$ cat config.mk
export PLATFORM = sky130hd
export DESIGN_NAME = lsfe_front
export DESIGN_NICKNAME = d
export VERILOG_FILES = /design/src/rtl/lsfe_pkg.sv /design/src/rtl/lsfe_sync.sv /design/src/rtl/lsfe_gap_timer.sv /design/src/rtl/lsfe_front.sv
export SDC_FILE = /design/constraint.sdc
export NUM_CORES = 1
export LEC_CHECK = 0
export BUFFER_PORTS_ARGS = -buffer_cell sky130_fd_sc_hd__buf_2
export CELL_PAD_IN_SITES_DETAIL_PLACEMENT = 0
export CELL_PAD_IN_SITES_GLOBAL_PLACEMENT = 1
export CORE_AREA = 2 2 51 53
export DETAILED_ROUTE_END_ITERATION = 12
export DIE_AREA = 0 0 53 55
export PLACE_DENSITY_LB_ADDON = 0.1
export SLEW_MARGIN = 15
export SYNTH_ARGS = -nofsm -noshare
export SYNTH_HDL_FRONTEND = slang
export SYNTH_SLANG_ARGS = --single-unit
$ cat constraint.sdc
create_clock -name clk -period 1.7 [get_ports clk]
set_input_delay 0.17 -clock clk [delete_from_list [all_inputs] [get_ports clk]]
set_output_delay 0.17 -clock clk [all_outputs]
set_load 0.1 [all_outputs]
$ cat src/rtl/lsfe_pkg.sv
package lsfe_pkg;

    localparam int unsigned NUM_PINS = 4;
    localparam int unsigned PIN_FMT  = 0;
    localparam int unsigned PIN_A    = 1;
    localparam int unsigned PIN_B    = 2;
    localparam int unsigned PIN_CEN  = 3;

    // idle pin levels: call enable deasserted (high), data lines low, NRZ
    localparam logic [NUM_PINS-1:0] PIN_IDLE = 4'b1000;

    typedef struct packed {
        logic valid;
        logic mark;
        logic err;
    } evt_t;

    typedef struct packed {
        logic prev_a;
        logic prev_b;
        logic prev_cen;
        logic last_b;
        logic mark_on_b;
        logic sec;
        evt_t evt;
    } front_state_t;

endpackage

$ cat src/rtl/lsfe_sync.sv
module lsfe_sync #(
    parameter int unsigned       WIDTH   = 4,
    parameter int unsigned       STAGES  = 2,
    parameter logic [WIDTH-1:0]  RST_VAL = '0
) (
    input  logic             clk,
    input  logic             rst_n,
    input  logic [WIDTH-1:0] din,
    output logic [WIDTH-1:0] dout
);

    logic [STAGES-1:0][WIDTH-1:0] chain_d, chain_q;

    always_comb begin
        chain_d[0] = din;
        for (int i = 1; i < STAGES; i++) begin
            chain_d[i] = chain_q[i-1];
        end
    end

    always_ff @(posedge clk) begin
        if (!rst_n) begin
            for (int i = 0; i < STAGES; i++) begin
                chain_q[i] <= RST_VAL;
            end
        end else begin
            chain_q <= chain_d;
        end
    end

    assign dout = chain_q[STAGES-1];

endmodule

$ cat src/rtl/lsfe_gap_timer.sv
module lsfe_gap_timer #(
    parameter int unsigned QUIET_CYCLES = 256
) (
    input  logic clk,
    input  logic rst_n,
    input  logic restart,
    output logic quiet
);

    localparam int unsigned CW = (QUIET_CYCLES > 2) ? $clog2(QUIET_CYCLES) : 1;
    localparam logic [CW-1:0] SAT = CW'(QUIET_CYCLES - 1);

    logic [CW-1:0] cnt_d, cnt_q;

    always_comb begin
        if (restart) begin
            cnt_d = '0;
        end else if (cnt_q == SAT) begin
            cnt_d = SAT;
        end else begin
            cnt_d = cnt_q + 1'b1;
        end
    end

    always_ff @(posedge clk) begin
        if (!rst_n) begin
            cnt_q <= SAT;
        end else begin
            cnt_q <= cnt_d;
        end
    end

    assign quiet = (cnt_q == SAT);

endmodule

$ cat src/rtl/lsfe_front.sv
module lsfe_front
    import lsfe_pkg::*;
#(
    parameter int unsigned QUIET_CYCLES = 256,
    parameter int unsigned SYNC_STAGES  = 2
) (
    input  logic clk,
    input  logic rst_n,
    input  logic fmt_rz,
    input  logic line_a,
    input  logic line_b,
    input  logic call_en_n,
    output logic evt_valid,
    output logic evt_mark,
    output logic spacing_err,
    output logic mark_on_b,
    output logic sec_level
);

    logic [NUM_PINS-1:0] pins_raw, pins_s;
    logic                fmt_s, a_s, b_s, cen_s;
    logic                prim_edge, gap_quiet;
    front_state_t        st_d, st_q;

    assign pins_raw[PIN_FMT] = fmt_rz;
    assign pins_raw[PIN_A]   = line_a;
    assign pins_raw[PIN_B]   = line_b;
    assign pins_raw[PIN_CEN] = call_en_n;

    lsfe_sync #(
        .WIDTH   (NUM_PINS),
        .STAGES  (SYNC_STAGES),
        .RST_VAL (PIN_IDLE)
    ) u_sync (
        .clk   (clk),
        .rst_n (rst_n),
        .din   (pins_raw),
        .dout  (pins_s)
    );

    assign fmt_s = pins_s[PIN_FMT];
    assign a_s   = pins_s[PIN_A];
    assign b_s   = pins_s[PIN_B];
    assign cen_s = pins_s[PIN_CEN];

    lsfe_gap_timer #(
        .QUIET_CYCLES (QUIET_CYCLES)
    ) u_gap (
        .clk     (clk),
        .rst_n   (rst_n),
        .restart (prim_edge),
        .quiet   (gap_quiet)
    );

    logic a_rise, b_rise, a_tog, b_tog, in_call, call_start;

    always_comb begin
        st_d = st_q;

        a_tog      = a_s ^ st_q.prev_a;
        b_tog      = b_s ^ st_q.prev_b;
        a_rise     = a_tog & a_s;
        b_rise     = b_tog & b_s;
        in_call    = ~cen_s & ~st_q.prev_cen;
        call_start = ~cen_s & st_q.prev_cen;

        st_d.prev_a   = a_s;
        st_d.prev_b   = b_s;
        st_d.prev_cen = cen_s;

        // most recent toggling line; line B wins a same-cycle tie
        if (a_tog || b_tog) begin
            st_d.last_b = b_tog;
        end

        if (call_start) begin
            st_d.mark_on_b = st_d.last_b;
        end

        prim_edge = fmt_s ? (a_rise | b_rise) : a_tog;

        st_d.evt.valid = prim_edge & in_call;
        st_d.evt.err   = prim_edge & in_call & ~gap_quiet;
        if (fmt_s) begin
            st_d.evt.mark = a_rise ? ~st_q.mark_on_b : st_q.mark_on_b;
        end else begin
            st_d.evt.mark = a_s;
        end
        if (!st_d.evt.valid) begin
            st_d.evt.mark = 1'b0;
        end

        if (!fmt_s && gap_quiet && !prim_edge) begin
            st_d.sec = b_s;
        end
    end

    always_ff @(posedge clk) begin
        if (!rst_n) begin
            st_q          <= '0;
            st_q.prev_cen <= 1'b1;
        end else begin
            st_q <= st_d;
        end
    end

    assign evt_valid   = st_q.evt.valid;
    assign evt_mark    = st_q.evt.mark;
    assign spacing_err = st_q.evt.err;
    assign mark_on_b   = st_q.mark_on_b;
    assign sec_level   = st_q.sec;

endmodule

==> key figures, run 1 <==
Run status
  – Status: finished clean

GRT
  – Largest net degree at the start of global routing: 23
  – Initial antenna violation count: 0
  – Total overflow reported by the global router: 0
  – First-pass GRT wire length: 2410 um
  – Vias in the first global route: 581
  – Total GRT Usage: 11.6%

Pwr
  – P_leak: 0.000451 uW
  – PwrDens: 1140 nW/um2
  – Max rail drop VDD: 0.544 mV

Clock network
  – TritonCTS clock tree: done
  – CTS buffer count: 3
  – # Post-CTS Setup Buffers: 0
  – Root buffer cell: clkbuf_4
  – CTS Hold Bufs: 0
  – Depth of the CTS H-tree: 1
  – Worst-Skew Late Latency: 0.31 ns
  – Reg clk slew, reported paths: 0.12 ns
  – CTS Buffer Depth: 2
  – Clock sink count: 25
  – Post-CTS Resized: 0

STA
  – RSZ-0062 raised after global routing: false
  – Fin crit period: 1.43 ns
  – Clock skew: 0.00885 ns
  – Final period util: 84.1%
  – Slew margin rel.: 67.8%
  – WHS: 0.0372 ns
  – Setup TNS: 0 ns
  – Final setup violation count: 0
  – F_max: 700 MHz
  – Final Max Slew Viols: 0
  – Worst-Margin Slew: 0.486 ns
  – Count of final hold-check violations: 0

Worst setup path
  – Critical Path Start Type: register
  – Critical Path RT: 1.91 ns
  – Crit path launch: u_gap.cnt_q[2]
  – RR Startpoint: u_gap.cnt_q[2]
  – Critical path fanouts, max: 8
  – Crit path DAT: 1.64 ns
  – CP Capture Type: register
  – Crit path kind: reg -> reg

Finish
  – Diode count: 0
  – Fillers: 246
  – Layout Nets: 116
  – Layout cells sized above 1: 16.0%
  – Area delta synth->final: 11.0%

Hold path
  – HP Class: in -> reg
  – Hold Path Origin: call_en_n

Floorplan
  – Initial Util: 39.3%
  – Io pins: 11
  – Die H: 55 um
  – Area of the core: 2360 um2
  – Chip Width: 53 um
  – Row cnt: 18
  – Die outline area: 2920 um2

Yosys
  – Synth area leaders: dfxtp_1 54%, and2_1 5.4%, ha_1 4.0%
  – Distinct cells, synth: 27
  – Post-synth ARST share: 0%
  – Post-synth top flop: dfxtp_1
  – Main combinational cell family by area after synthesis: simple AND/OR/NAND/NOR gates
  – Post-synthesis adder-cell area fraction: 4.04%
  – Post-synthesis mux area share: 1.08%
  – Yosys reg bits: 25
  – Complex-gate fraction of the synthesized area: 12.4%
  – Ys Warns: 0
  – Area leader, netlist: dfxtp_1
  – Sequential share of the synthesized area: 53.8%
  – Synth Area in Simple Gates: 22.6%
  – Share of the synthesized area in the top cell type: 53.8%
  – Mapped Cells: 94
  – Syn avg cell area: 9.89 um2
  – Cell Area, Synth: 930 um2
  – Post-Syn Nets: 103
  – Post-synthesis xor/xnor area fraction: 2.83%
  – Top post-synthesis cells by count: 25 x dfxtp_1, 8 x and2_1, 8 x nor2_1
  – Top-count cell post-synth: dfxtp_1
  – Number of flops mapped to enable cells by yosys: 0

Placement
  – Port buffer count: 10
  – Hpwl dp: 1040 um
  – GPL Wtd Cong: 0.662

Detailed routing
  – Antenna-violating nets left: 0
  – Vias: 644
  – Vias per inst: 4.74
  – Routed wire length: 1430 um
  – Detailed-route DRC error count: 0
  – Iter 0 DRT Violations: 0
  – Routed wire per std cell: 10.5 um
  – DRT Pass-1 Iters: 1

Flow run
  – MaxCap Viol Count: 0
[layer usage]
metal	wire length [um]	global-route usage (%)	up-vias
met1	626	12.5	293
met3	40	2.42	2
met5	0	0	-
met4	10	6.41	0
met2	755	21.3	7
li1	-	-	342
[sequential cells by signal, summed over array words and instances (netlist names)]
signal	cells
st_q	4
mark_on_b	1
u_sync.dout	4
u_sync.chain_d	4
evt_valid	1
sec_level	1
evt_mark	1
u_gap.cnt_q	8
spacing_err	1
[kinds of logic after synthesis]
group | count (synthesis)
mux | 1
buf+inv | 6
fa+ha+maj | 3
flops | 25
simple gates | 39
xor+xnor | 3
compound gates | 17
[where the power goes]
part,switching [uW],internal [uW]
combinational,127,107
clock,162,91.5
sequential,47.3,642
total,336,840
[critical path, cell delays in order (launching register included)]
cell,delay [ns]
dfxtp_1,0.43
and4_1,0.26
and4_1,0.39
a21oi_2,0.09
a31o_1,0.18
[final timing paths]
path,to,slack (ns),cells after the start
setup reg to reg,sec_level,0.27,4
hold / removal,u_sync.chain_d[7],0.04,2
hold reg to reg,u_sync.dout[3],0.43,1
setup / recovery,sec_level,0.27,4
[per-stage QoR]
step                instances  utilization [%]  power (uW)  setup WS (ns)  cell area (um2)
detailed placement        132             42.5         941          0.280             1010
global route              136             43.7        1250          0.179             1030
finish                    136             43.7        1180          0.271             1030
global placement          132             42.5         941          0.315             1010
floorplan                  94                -         896          0.281              930
CTS                       136             43.7        1200          0.273             1030
[area by class of cell]
cell class                 instances  area (um2)  share of cell area, %
tap                               30        37.5                   3.64
timing repair buffer              11        57.6                   5.58
multi-input combinational         63         399                   38.7
inverter                           3        11.3                   1.09
clock buffer                       4        26.3                   2.55
sequential                        25         500                   48.5
[layout by cell type, fill, tap and decap left out, drive strengths merged]
master | synthesis | routed
dfxtp | 25 | 25
buf | 1 | 11
nand2b | 3 | 3
a31o | 1 | 1
a21boi | 1 | 1
a211oi | 1 | 1
and4b | 1 | 1
nand2 | 7 | 7
o211a | 1 | 1
nand3 | 3 | 3
nor3 | 3 | 3
a31oi | 1 | 1
and4 | 2 | 2
o31ai | 2 | 2
a21oi | 3 | 3
nor2b | 4 | 4
ha | 3 | 3
o21a | 1 | 1
mux2i | 1 | 1
o21ai | 6 | 6
nor2 | 8 | 8
clkbuf | 2 | 4
and2 | 8 | 8
xnor2 | 3 | 3
inv | 3 | 3
Note: power is estimated with default switching activity, not from simulation.
==> run 2, diff against run 1 <==
ABC_AREA = 1   (was unset)
CORE_AREA = 2 2 56 58   (was 2 2 51 53)
DIE_AREA = 0 0 58 60   (was 0 0 53 55)
clock period = 1.2 ns   (was 1.7 ns; I/O delays follow)
==> key figures, run 2 <==
Floorplan
  – Row cnt: 20 (was 18)
  – Area of the core: 2900 um2 (was 2360 um2)
  – Die outline area: 3480 um2 (was 2920 um2)
  – Die H: 60 um (was 55 um)
  – Chip Width: 58 um (was 53 um)
  – Io pins: 11 (unchanged)
  – Initial Util: 34.8% (was 39.3%)

STA
  – Setup TNS: 0 ns (unchanged)
  – Clock skew: 0.00354 ns (was 0.00885 ns)
  – RSZ-0062 raised after global routing: true (was false)
  – Final Max Slew Viols: 0 (unchanged)
  – Count of final hold-check violations: 0 (unchanged)
  – Fin crit period: 1.15 ns (was 1.43 ns)
  – Slew margin rel.: 81.6% (was 67.8%)
  – Final period util: 96.1% (was 84.1%)
  – Final setup violation count: 0 (unchanged)
  – Final WS setup: 0.0466 ns (was 0.271 ns)
  – Worst-Margin Slew: 0.278 ns (was 0.486 ns)
  – F_max: 867 MHz (was 700 MHz)

Hold path
  – HP Class: in -> reg (unchanged)

Yosys
  – Cell Area, Synth: 1010 um2 (was 930 um2)
  – Post-Syn Nets: 142 (was 103)
  – Ys Warns: 0 (unchanged)
  – Distinct cells, synth: 19 (was 27)
  – Synth area leaders: dfxtp_1 50%, nand2_1 15%, inv_1 8.6% (was dfxtp_1 54%, and2_1 5.4%, ha_1 4.0%)
  – Sequential share of the synthesized area: 49.6% (was 53.8%)
  – Area leader, netlist: dfxtp_1 (unchanged)
  – Mapped Cells: 133 (was 94)
  – Share of the synthesized area in the top cell type: 49.6% (was 53.8%)
  – Post-synth top flop: dfxtp_1 (unchanged)
  – Post-synth ARST share: 0% (unchanged)
  – Top post-synthesis cells by count: 40 x nand2_1, 25 x dfxtp_1, 23 x inv_1 (was 25 x dfxtp_1, 8 x and2_1, 8 x nor2_1)
  – Number of flops mapped to enable cells by yosys: 0 (unchanged)
  – Yosys reg bits: 25 (unchanged)
  – Syn avg cell area: 7.59 um2 (was 9.89 um2)
  – Top-count cell post-synth: nand2_1 (was dfxtp_1)

Clock network
  – Worst-Skew Late Latency: 0.32 ns (was 0.31 ns)
  – # Post-CTS Setup Buffers: 0 (unchanged)
  – CTS buffer count: 3 (unchanged)
  – Depth of the CTS H-tree: 1 (unchanged)
  – CTS Buffer Depth: 2 (unchanged)
  – Reg clk slew, reported paths: 0.14 ns (was 0.12 ns)
  – Clock sink count: 25 (unchanged)
  – TritonCTS clock tree: done (unchanged)
  – Root buffer cell: clkbuf_4 (unchanged)

Finish
  – Commonest non-fill, non-tap cells in the layout: 34 x nand2_1, 21 x inv_1, 18 x dfxtp_1, 13 x nor2_1, 9 x buf_4 (was 25 x dfxtp_1, 10 x buf_2, 8 x nor2_1, 8 x and2_1, 7 x nand2_1)
  – Register bank with the most flops: u_gap.cnt_q (unchanged)
  – Area delta synth->final: 29.6% (was 11.0%)
  – Layout Nets: 164 (was 116)
  – Layout cells sized above 1: 33.1% (was 16.0%)
  – Max FFs per register: 8 (unchanged)
  – Diode count: 0 (unchanged)
  – Commonest non-fill, non-tap cell in the layout: nand2_1 (was dfxtp_1)
  – Design area: 1310 um2 (was 1030 um2)

Worst setup path
  – Critical Path Start Type: register (unchanged)
  – Crit path DAT: 1.43 ns (was 1.64 ns)
  – Critical Path RT: 1.48 ns (was 1.91 ns)
  – CP max stage delay: 0.35 ns (was 0.43 ns)
  – Critical path fanouts, max: 8 (unchanged)
  – Largest delay share family, worst path: flip-flops (was simple AND/OR/NAND/NOR gates)
  – Buf/Inv on CP: 3 (was 0)
  – Critical-path cell list: inv_2 > ha_4 > inv_4 > o21ai_4 > buf_6 > nand3_2 > nand2_1 (was and4_1 > and4_1 > a21oi_2 > a31o_1)
  – Crit path kind: reg -> reg (unchanged)
  – CP Capture Type: register (unchanged)
  – Slowest-stage cell, CP: dfxtp_2 (was dfxtp_1)

GRT
  – Total overflow reported by the global router: 0 (unchanged)
  – Vias in the first global route: 729 (was 581)
  – Total GRT Usage: 11.4% (was 11.6%)
  – Initial antenna violation count: 0 (unchanged)
  – First-pass GRT wire length: 2950 um (was 2410 um)
  – Largest net degree at the start of global routing: 16 (was 23)

Detailed routing
  – DRT Pass-1 Iters: 4 (was 1)
  – Vias per inst: 4.29 (was 4.74)
  – Routed wire per std cell: 9.35 um (was 10.5 um)
  – Iter 0 DRT Violations: 25 (was 0)
  – Detailed-route DRC error count: 0 (unchanged)
  – Vias: 803 (was 644)
  – Routed wire length: 1750 um (was 1430 um)
  – Antenna-violating nets left: 0 (unchanged)

Run status
  – Status: finished clean (unchanged)

Pwr
  – Max rail drop VDD: 0.649 mV (was 0.544 mV)
  – Total power: 1950 uW (was 1180 uW)
  – P_leak: 0.000694 uW (was 0.000451 uW)
  – PwrDens: 1490 nW/um2 (was 1140 nW/um2)

Placement
  – Placed inst area: 1130 um2 (was 1010 um2)
  – Hpwl dp: 1310 um (was 1040 um)
  – DP Worst Slack: -0.0188 ns (was 0.280 ns)
  – Port buffer count: 10 (unchanged)
  – GPL Wtd Cong: 0.726 (was 0.662)

Flow run
  – MaxCap Viol Count: 0 (unchanged)
-- run 2: path summary, 6_finish.rpt --
kind | startpoint | end | slack (ns) | depth (start not counted)
max | st_q[8] | u_gap.cnt_q[6] | 0.05 | 7
min | rst_n | u_gap.cnt_q[0] | 0.05 | 2
max reg2reg | st_q[8] | u_gap.cnt_q[6] | 0.05 | 7
min reg2reg | u_sync.chain_d[6] | u_sync.dout[2] | 0.42 | 2
-- run 2: logic make-up (layout without fill, tap and decap cells) --
| kind of cell | after synthesis | after routing | share of synthesized area [%] |
|---|---|---|---|
| simple gates | 70 | 70 | 30.6 |
| buf+inv | 26 | 47 | 9.91 |
| flops | 25 | 25 | 49.6 |
| compound gates | 7 | 7 | 4.46 |
| fa+ha+maj | 3 | 3 | 3.72 |
| xor+xnor | 2 | 2 | 1.74 |
-- run 2: through the flow --
stage	util, %	hold slack [ns]	std cells
final	45.1	0.0515	187
after global routing	45.1	0.0506	187
after CTS	43.2	0.0453	187
after detailed placement	39.0	0.305	179
after global placement	39.0	0.302	179
after floorplan	-	0.218	133
-- run 2: layer usage --
layer	vias up	global-route usage, %	wire length [um]	part of all wire [%]
met1	355	13.3	803	46
met5	-	0	0	0
li1	435	-	-	-
met4	0	6.98	29	1.7
met2	9	19.5	863	49
met3	4	1.95	52	3.0
-- run 2: layout make-up --
cell class,instances,area [um2]
Clock buffer,3,22.5
Clock inverter,1,7.51
Fill cell,306,1590
Inverter,24,92.6
Multi-Input combinational cell,82,492
Sequential cell,25,509
Tap cell,33,41.3
Timing Repair Buffer,19,144
-- run 2: worst reg2reg max path, delay by kind of cell, from the launching register on --
kind	cells	cell delay [ns]
AO/OA/AOI/OAI	1	0.15
adder cells (fa/ha/maj)	1	0.27
buffers and inverters	3	0.24
flip-flops	1	0.35
AND/OR/NAND/NOR	2	0.11
-- run 2: timing repair --
item / in CTS / in global routing
gates resized for setup: 13 / 20
pin swaps: 3 / 8
endpoints found under the hold margin: 4 / 0
hold buffers: 4 / 0
endpoints found under the setup margin: 13 / 9
-- run 2: report_power, final --
| part | internal, uW | leakage, uW | switching (uW) |
|---|---|---|---|
| Clock | 127 | 0.0000139 | 259 |
| Combinational | 245 | 0.000472 | 335 |
| Sequential | 915 | 0.000208 | 73.0 |
| Total | 1290 | 0.000694 | 667 |
